<file path="config.mk">
export PLATFORM = sky130hd
export DESIGN_NAME = audclk_ratio_gen
export DESIGN_NICKNAME = d
export VERILOG_FILES = /design/src/rtl/audclk_pkg.sv /design/src/rtl/ratio_decode.sv /design/src/rtl/clk_divider.sv /design/src/rtl/dir_clk_sel.sv /design/src/rtl/audclk_ratio_gen.sv
export SDC_FILE = /design/constraint.sdc
export NUM_CORES = 1
export LEC_CHECK = 0
export ABC_AREA = 1
export BUFFER_PORTS_ARGS = -buffer_cell sky130_fd_sc_hd__buf_2
export CELL_PAD_IN_SITES_DETAIL_PLACEMENT = 1
export CELL_PAD_IN_SITES_GLOBAL_PLACEMENT = 1
export CORE_ASPECT_RATIO = 1.2
export CORE_MARGIN = 2
export CORE_UTILIZATION = 39
export DETAILED_ROUTE_END_ITERATION = 8
export PLACE_DENSITY_LB_ADDON = 0.12
export SLEW_MARGIN = 20
export SYNTH_ARGS = -nofsm -noshare
export SYNTH_HDL_FRONTEND = slang
export SYNTH_SLANG_ARGS = --single-unit
</file>
<file path="constraint.sdc">
create_clock -name clk -period 3 [get_ports clk]
set_input_delay 0.15 -clock clk [delete_from_list [all_inputs] [get_ports clk]]
set_output_delay 0.15 -clock clk [all_outputs]
set_load 0.02 [all_outputs]
</file>
<file path="src/rtl/audclk_pkg.sv">
package audclk_pkg;
  // largest log2 of master cycles per frame (512)
  localparam int MAX_SH = 9;
  localparam int SH_W   = $clog2(MAX_SH + 1);

  typedef struct packed {
    logic            err;
    logic [SH_W-1:0] bit_sh;  // log2 master cycles per bit
    logic [SH_W-1:0] frm_sh;  // log2 master cycles per frame
  } ratio_cfg_t;

  // log2 of master cycles per frame; zero marks a reserved code
  function automatic logic [SH_W-1:0] frame_shift(input logic [2:0] code);
    case (code)
      3'd0:    return SH_W'(9);
      3'd1:    return SH_W'(8);
      3'd2:    return SH_W'(7);
      3'd3:    return SH_W'(6);
      3'd4:    return SH_W'(5);
      default: return '0;
    endcase
  endfunction

  // log2 of bit clocks per frame; zero marks a reserved code
  function automatic logic [SH_W-1:0] bits_shift(input logic [2:0] code);
    case (code)
      3'd0:    return SH_W'(5);
      3'd1:    return SH_W'(6);
      3'd2:    return SH_W'(7);
      3'd3:    return SH_W'(8);
      3'd4:    return SH_W'(9);
      3'd7:    return SH_W'(4);
      default: return '0;
    endcase
  endfunction
endpackage

</file>
<file path="src/rtl/ratio_decode.sv">
module ratio_decode
  import audclk_pkg::*;
(
  input  logic [2:0]  frm_ratio,
  input  logic [2:0]  bits_code,
  output ratio_cfg_t  cfg
);
  logic [SH_W-1:0] fsh;
  logic [SH_W-1:0] bsh;

  always_comb begin
    fsh        = frame_shift(frm_ratio);
    bsh        = bits_shift(bits_code);
    // reserved code, or a bit period under two master cycles
    cfg.err    = (fsh == '0) || (bsh == '0) || (fsh <= bsh);
    cfg.bit_sh = cfg.err ? '0 : (fsh - bsh);
    cfg.frm_sh = cfg.err ? '0 : fsh;
  end
endmodule

</file>
<file path="src/rtl/clk_divider.sv">
module clk_divider
  import audclk_pkg::*;
#(
  parameter int CNT_W = MAX_SH
) (
  input  logic            clk,
  input  logic            rst_n,
  input  logic            start,
  input  logic [SH_W-1:0] bit_sh,
  input  logic [SH_W-1:0] frm_sh,
  output logic            run,
  output logic            bclk_lvl,
  output logic            fclk_lvl
);
  logic [CNT_W-1:0] mcnt;
  logic [CNT_W-1:0] bit_tap;
  logic [CNT_W-1:0] frm_tap;
  logic [SH_W-1:0]  bit_idx;
  logic [SH_W-1:0]  frm_idx;

  always_ff @(posedge clk or negedge rst_n) begin
    if (!rst_n) begin
      run  <= 1'b0;
      mcnt <= '0;
    end else begin
      run <= start;
      if (!start)   mcnt <= '0;
      else if (run) mcnt <= mcnt + 1'b1;
    end
  end

  always_comb begin
    bit_idx  = bit_sh - 1'b1;
    frm_idx  = frm_sh - 1'b1;
    bit_tap  = mcnt >> bit_idx;
    frm_tap  = mcnt >> frm_idx;
    bclk_lvl = run & bit_tap[0];
    fclk_lvl = run & frm_tap[0];
  end


  start_low_chk: assert property (@(posedge clk) disable iff (!rst_n)
    $rose(run) |-> (!bclk_lvl && !fclk_lvl));


  frame_edge_align_chk: assert property (@(posedge clk) disable iff (!rst_n)
    ($rose(fclk_lvl) || $fell(fclk_lvl)) |-> !bclk_lvl);
endmodule

</file>
<file path="src/rtl/dir_clk_sel.sv">
module dir_clk_sel (
  input  logic en,
  input  logic master,
  input  logic gen_b,
  input  logic gen_f,
  input  logic ext_b,
  input  logic ext_f,
  input  logic inv_b_m,
  input  logic inv_f_m,
  input  logic inv_b_s,
  input  logic inv_f_s,
  output logic bclk,
  output logic fclk,
  output logic oe
);
  always_comb begin
    bclk = en & (master ? (gen_b ^ inv_b_m) : (ext_b ^ inv_b_s));
    fclk = en & (master ? (gen_f ^ inv_f_m) : (ext_f ^ inv_f_s));
    oe   = en & master;
  end
endmodule

</file>
<file path="src/rtl/audclk_ratio_gen.sv">
module audclk_ratio_gen
  import audclk_pkg::*;
#(
  parameter int NUM_DIR = 2,
  parameter int CNT_W   = MAX_SH
) (
  input  logic               clk,
  input  logic               rst_n,
  input  logic               port_en,
  input  logic [2:0]         frm_ratio,
  input  logic [2:0]         bits_code,
  input  logic [NUM_DIR-1:0] dir_master,
  input  logic               inv_bclk_mst,
  input  logic               inv_fclk_mst,
  input  logic               inv_bclk_slv,
  input  logic               inv_fclk_slv,
  input  logic               ext_bclk,
  input  logic               ext_fclk,
  output logic [NUM_DIR-1:0] dir_bclk,
  output logic [NUM_DIR-1:0] dir_fclk,
  output logic [NUM_DIR-1:0] dir_clk_oe,
  output logic               cfg_err
);
  ratio_cfg_t cfg;
  logic       gen_run;
  logic       gen_bclk;
  logic       gen_fclk;

  ratio_decode u_dec (
    .frm_ratio (frm_ratio),
    .bits_code (bits_code),
    .cfg       (cfg)
  );

  clk_divider #(.CNT_W(CNT_W)) u_div (
    .clk      (clk),
    .rst_n    (rst_n),
    .start    (port_en & ~cfg.err),
    .bit_sh   (cfg.bit_sh),
    .frm_sh   (cfg.frm_sh),
    .run      (gen_run),
    .bclk_lvl (gen_bclk),
    .fclk_lvl (gen_fclk)
  );

  assign cfg_err = cfg.err;

  for (genvar d = 0; d < NUM_DIR; d++) begin : g_dir
    dir_clk_sel u_sel (
      .en      (port_en),
      .master  (dir_master[d]),
      .gen_b   (gen_bclk),
      .gen_f   (gen_fclk),
      .ext_b   (ext_bclk),
      .ext_f   (ext_fclk),
      .inv_b_m (inv_bclk_mst),
      .inv_f_m (inv_fclk_mst),
      .inv_b_s (inv_bclk_slv),
      .inv_f_s (inv_fclk_slv),
      .bclk    (dir_bclk[d]),
      .fclk    (dir_fclk[d]),
      .oe      (dir_clk_oe[d])
    );
  end


  err_idle_chk: assert property (@(posedge clk) disable iff (!rst_n)
    (cfg_err && $past(cfg_err)) |-> (!gen_run && !gen_bclk && !gen_fclk));


  disabled_quiet_chk: assert property (@(posedge clk) disable iff (!rst_n)
    !port_en |-> (dir_bclk == '0 && dir_fclk == '0 && dir_clk_oe == '0));
endmodule

</file>
==> flow_summary.ini, run 1 <==
[synthesis]
synth_top_area_share_pct = 17.3
syn_area_sq_um = 1450
synth-seq-cells = 10
syn_area_per_cell_sq_um = 6.22
synth_area_leaders = dfrtp_1 17%, nand2_1 17%, inv_1 11%
synth_warnings = 0
ys_async_sr_fraction_pct = 100
ys_seq_area_share_pct = 17.3
synth_edf_count = 0
yosysTopAreaCell = dfrtp_1
synthCells = 233
synthFlopType = dfrtp_1
yosys.cell_types.count = 34
synth_fp_nets = 257

[floorplanning]
die_w_um = 59.7
dieArea_sq_um = 4220
rows = 24
die_y_um = 70.8
core_area_sq_um = 3600
initial_core_util_pct = 40.2
boundaryPins = 24

[clock_network]
clk_latency_ns = 0.23
cts.sinks = 10
cts_tree = built
clk_pin_slew_ns = 0.04
cts_buffers = 3
htree_levels = 1
clk_path_buf_depth = 2
clockRootBuffer = clkbuf_8

[layout]
diodes = 0
ff_latch_area_sq_um = 250
fin_area_sq_um = 1880
multi_input_area_sq_um = 1060
drive_above_1_share_pct = 35.9
fin_cells = 312
nFillCells = 512
area_growth_pct = 29.8
fin_util_pct = 52.2
final_nets = 299

[worst_setup_path]
cp_slowest_cell = ha_4
startpoint = frm_ratio[2]
r2r-start = u_div.mcnt[0]
cp_common_cell = nand3_1
path_max_fanout = 6
path_cells = buf_2 > inv_2 > buf_4 > nand2_2 > inv_1 > ha_4 > inv_1 > nor3_2 > nand3_2 > nand2_2 > clkinv_4 > nand2_4 > inv_2 > nand2_1 > ha_4 > buf_4 > nand3_1 > nand3_1 > nand3_2 > nand3_1 > nand3_1 > nand2_1 > inv_1 > buf_2
critPathMaxStageDelay_ns = 0.28
path_class = in2out
end_kind = output port
critical-path-top-delay-family = simple AND/OR/NAND/NOR gates
worst_ep_required_time_ns = 2.85
arrival_ns = 2.70
path_buf_inv = 10
start_kind = input port

[pwr]
power-per-cell-area_nw_per_um2 = 313
leakage_nw = 1.02
vdd_ir_drop_max_mv = 0.250

[placed_design]
gp_congestion = 0.767
numPortBuffers = 23
dpl_cell_area_sq_um = 1640
post-dp-hpwl_um = 3150
dp.cells = 300

[routing]
drc_errors = 0
viasPerCell = 5.10
wl_um = 4120
drt_iter0_markers = 42
ant_nets = 0
num_vias = 1591
drt_first_pass_iters = 4
wl_per_cell_um = 13.2

[worst_hold_path]
hold_class = in2async

[sta]
tightest_slew_ns = 0.365
finalSetupViolations = 0
hold_viol = 0
fin_skew_ns = 0.00415
finalMaxSlewViolations = 0
period_share_pct = 95.0
max_freq_ghz = 0.351
slew_headroom_pct = 75.6
period_needed_ns = 2.85

[grt]
track_usage_pct = 18.2
grt_max_degree = 11
overflow = 0
grt_first_pass_wirelength_um = 6260
first_global_vias = 1487
antenna_found_initial = 0

[job]
cap_violations = 0

[outcome]
outcome = finished clean
## sequential cells by signal (all words and copies together) (netlist names)
| register | count |
|---|---|
| u_div.mcnt | 9 |
| u_div.run | 1 |
## layer usage
layer	track usage, %	wire, um
met2	35.0	2290
met5	0	0
met3	0.548	50
met4	3.70	28
met1	21.7	1760
## report_power, final
group	internal [mW]	switching [mW]	leakage (nW)
clock network	0.0871	0.0446	0.0216
registers	0.137	0.00153	0.139
logic	0.132	0.188	0.856
total	0.355	0.234	1.02
## worst reg2reg max path, delay by kind of cell (launching register included)
| family | cells | cell delay (ns) |
|---|---|---|
| compound gates | 1 | 0.06 |
| fa+ha+maj | 1 | 0.20 |
| flops | 1 | 0.43 |
| simple gates | 5 | 0.70 |
## per-stage QoR
step                      total power, mW  worst slack, ns  hold WS, ns  setup TNS (ns)
final                               0.589            0.151        0.305               0
after global routing                0.632          -0.0567        0.332          -0.190
after CTS                           0.537           0.0110        0.303               0
after detailed placement            0.401          -0.0262       0.0169         -0.0446
after global placement              0.396           0.0695       0.0163               0
after floorplan                     0.328            0.181       -0.146               0
## synth_stat cells (2+ instances only)
cell	instances
nand2_1	66
inv_1	41
nand3_1	29
dfrtp_1	10
nand4_1	10
nor2_1	8
nand2_2	7
nand3_2	7
a21oi_1	6
buf_4	6
ha_1	6
inv_2	5
nand2_4	4
nor3_1	3
xnor2_1	3
nor3_2	2
o21ai_1	2
xor2_1	2
## path summary, 6_finish.rpt
| check | end | slack, ns | cells after the start |
|---|---|---|---|
| min in group clk | u_div.mcnt[3] | 0.46 | 3 |
| hold reg to reg | u_div.mcnt[8] | 0.53 | 2 |
| setup / recovery | dir_bclk[0] | 0.15 | 24 |
| hold / removal | u_div.mcnt[7] | 0.30 | 2 |
| setup reg to reg | u_div.mcnt[8] | 1.47 | 7 |
| max in group asynchronous | u_div.mcnt[8] | 2.51 | 2 |
## final cells by class
cell class / count / area share (%)
Multi-Input combinational cell: 167 / 56.4
Sequential cell: 10 / 13.3
Inverter: 47 / 9.64
Tap cell: 39 / 2.59
Timing Repair Buffer: 46 / 15.9
Clock buffer: 3 / 2.19
## cell usage in the layout (no fill, tap or decap), types with 2 or more instances in the layout
cell type,netlist,final
nand2_4,4,6
nor2_1,8,6
inv_1,41,36
nor2_4,0,2
nand2_2,7,7
nand3_1,29,27
nand3_2,7,8
nand2_1,66,64
a21oi_1,6,5
nor3_2,2,3
ha_4,0,3
inv_2,5,10
o21ai_2,0,2
xor2_1,2,2
clkbuf_8,0,3
ha_1,6,2
dfrtp_1,10,10
a21oi_2,1,2
nor3_1,3,2
buf_4,6,23
xnor2_1,3,3
buf_2,0,21
nand4_1,10,10
## what timing repair did
action                     4_1_cts  5_1_grt
resized for setup                1       31
hold endpoints to repair        10        0
hold buffers                     1        0
setup endpoints to repair        2        4
buffers inserted                 0        8
pin swaps                        0       14
## cells by family (layout without fill, tap and decap cells)
kind of cell | after synthesis | count (layout) | share of synthesized area, %
xor+xnor | 5 | 5 | 3.02
buf+inv | 56 | 96 | 17.5
flops | 10 | 10 | 17.3
fa+ha+maj | 7 | 7 | 6.56
compound gates | 14 | 14 | 6.04
simple gates | 141 | 141 | 49.6
Power figures use the tool's default switching activity.
==> run 2: changes to the inputs <==
Settings changed: CORE_UTILIZATION 39 to 37, SYNTH_HIERARCHICAL set to 1.
==> run 2 against run 1 <==
Core utilization rose by 0.26 points. Die area shrank 2.0%. Non-clock buffer count fell by 4. Total power is 2.4% lower. Synthesized area shrank 7.2%. Via count rose by 1.4%. Wire length down 0.63%. Clock skew decreased by 0.0027 ns. Largest power group unchanged. Hold slack improved by 0.0027 ns.
==> flow_summary.ini, run 2 <==
[routing]
wl_per_cell_um = 12.4
drt_iter0_markers = 25
drc_errors = 0
ant_nets = 0
wl_um = 4100
num_vias = 1613
drt_first_pass_iters = 4
viasPerCell = 4.87

[layout]
nFillCells = 522
final_nets = 318
final_cell_mix = 81 x nand2_1, 42 x inv_1, 30 x nand3_1
diodes = 0
largest_register_ffs = 9
largest-register = u_div/mcnt
area_growth_pct = 39.3
ff_latch_area_sq_um = 250
final_common_cell = nand2_1
top_regs = u_div/mcnt: 9 flops, u_div/run: 1 flops
drive_above_1_share_pct = 31.8
multi_input_area_sq_um = 1040
fin_cells = 331

[sta]
max_freq_ghz = 0.353
finalSetupViolations = 0
hold_viol = 0
finalMaxSlewViolations = 0
fin_skew_ns = 0.00145
period_share_pct = 94.3
tightest_slew_ns = 0.268
slew_headroom_pct = 82.1
period_needed_ns = 2.83

[floorplanning]
die_w_um = 59.1
initial_core_util_pct = 37.7
core_area_sq_um = 3570
boundaryPins = 24
die_y_um = 70.1
rows = 24
dieArea_sq_um = 4140

[worst_setup_path]
path_max_fanout = 6
path_class = in2out
cp_slowest_cell = fa_2
path_cells = buf_4 > nand2_2 > nand2_2 > ha_2 > fa_2 > inv_1 > nand3_2 > nand2_2 > nand3_4 > nor2_4 > inv_2 > ha_4 > inv_2 > nor2_1 > nand2_1 > a21oi_2 > nand2_1 > inv_2 > inv_1 > nand2_1 > nand3_1 > nand2_1 > buf_4
critPathMaxStageDelay_ns = 0.34
critical-path-top-delay-family = simple AND/OR/NAND/NOR gates
path_buf_inv = 7
worst_ep_required_time_ns = 2.85
end_kind = output port
arrival_ns = 2.68
start_kind = input port
cp_common_cell = nand2_1

[synthesis]
ys_seq_area_share_pct = 18.6
synth_area_leaders = nand2_1 24%, dfrtp_1 19%, inv_1 14%
yosys-top-cells-count = 86 x nand2_1, 52 x inv_1, 32 x nand3_1
synth.most_common_cell = nand2_1
syn_area_per_cell_sq_um = 5.47
ys_async_sr_fraction_pct = 100
synthFlopType = dfrtp_1
yosysTopAreaCell = nand2_1
synth_edf_count = 0
synth_top_area_share_pct = 24.0
syn_area_sq_um = 1350
synth_warnings = 6
synthCells = 246
synth-seq-cells = 10
synth_fp_nets = 271
yosys.cell_types.count = 20

[pwr]
p_sw_share_pct = 36.3
power_mw = 0.575
power.clock.fraction_pct = 28.5
seqPwrFrac_pct = 24.1
p_int_mw = 0.366
power-per-cell-area_nw_per_um2 = 307
comb_power_share_pct = 47.5
leakage_nw = 0.991
p_switching_mw = 0.209
vdd_ir_drop_max_mv = 0.233

[clock_network]
htree_levels = 1
cts.sinks = 10
clockRootBuffer = clkbuf_8
clk_latency_ns = 0.23
clk_path_buf_depth = 2
cts_tree = built
cts_buffers = 3
clk_pin_slew_ns = 0.05

[grt]
antenna_found_initial = 0
grt_max_degree = 11
grt_first_pass_wirelength_um = 6500
overflow = 0
track_usage_pct = 19.6
first_global_vias = 1606

[placed_design]
gp_congestion = 0.754
numPortBuffers = 23
post-dp-hpwl_um = 3110
dp.cells = 321

[job]
cap_violations = 0

[outcome]
outcome = finished clean

[worst_hold_path]
hold_class = in2async
## run 2: final timing paths
path                               start       endpoint  slack (ns)  depth (start not counted)
max                         frm_ratio[2]    dir_fclk[0]        0.17                         23
min                                rst_n  u_div/mcnt[0]        0.31                          2
max reg2reg                u_div/mcnt[0]  u_div/mcnt[6]        1.67                          6
min reg2reg                u_div/mcnt[4]  u_div/mcnt[4]        0.56                          1
max in group asynchronous          rst_n  u_div/mcnt[6]        2.50                          2
min in group clk                 port_en  u_div/mcnt[0]        0.36                          5
## run 2: final cells by class
cell class	count	share of cell area [%]
multi-input cells	181	55.2
inverters	55	11.0
clock buffers	4	2.94
well taps	39	2.60
repair buffers	42	14.9
flip-flops and latches	10	13.3
## run 2: cell families after synthesis
group           count (synthesis)  share of synthesized area, %
compound gates                 13                          4.83
flops                          10                          18.6
simple gates                  158                          52.0
fa+ha+maj                       8                          7.99
xor+xnor                        2                          1.30
buf+inv                        55                          15.3
## run 2: power groups by stage
stage          clock (mW)  sequential (mW)  combinational (mW)
2_1_floorplan           0            0.140               0.138
3_3_place_gp            0            0.140               0.211
3_5_place_dp            0            0.140               0.217
4_1_cts             0.171            0.138               0.223
5_1_grt             0.179            0.138               0.307
6_report            0.164            0.138               0.273
## run 2: timing repair
| item | 4_1_cts | 5_1_grt |
|---|---|---|
| resized for setup | 7 | 41 |
| endpoints found under the setup margin | 4 | 4 |
| pin swaps | 0 | 17 |
| setup buffers | 0 | 5 |
| hold buffers | 1 | 0 |
| endpoints found under the hold margin | 10 | 0 |
## run 2: per-stage QoR
| step | hold WS, ns | util (%) | area, sq um | worst slack, ns | TNS, ns |
|---|---|---|---|---|---|
| 2_1_floorplan | -0.146 | - | 1350 | 0.0481 | 0 |
| 3_5_place_dp | 0.0202 | 45.0 | 1610 | -0.137 | -0.343 |
| 5_1_grt | 0.339 | 52.5 | 1880 | -0.0525 | -0.196 |
| 6_report | 0.307 | 52.5 | 1880 | 0.171 | 0 |
| 4_1_cts | 0.304 | 47.3 | 1690 | -0.00583 | -0.0124 |
| 3_3_place_gp | 0.0194 | 45.0 | 1610 | -0.0774 | -0.151 |
## run 2: metal layers
layer / vias up / GRT usage [%] / routed length [um]
met1: 755 / 21.2 / 1650
met5: - / 0 / 0
met4: 0 / 4.55 / 21
met3: 2 / 1.67 / 52
li1: 840 / - / -
met2: 16 / 39.0 / 2370
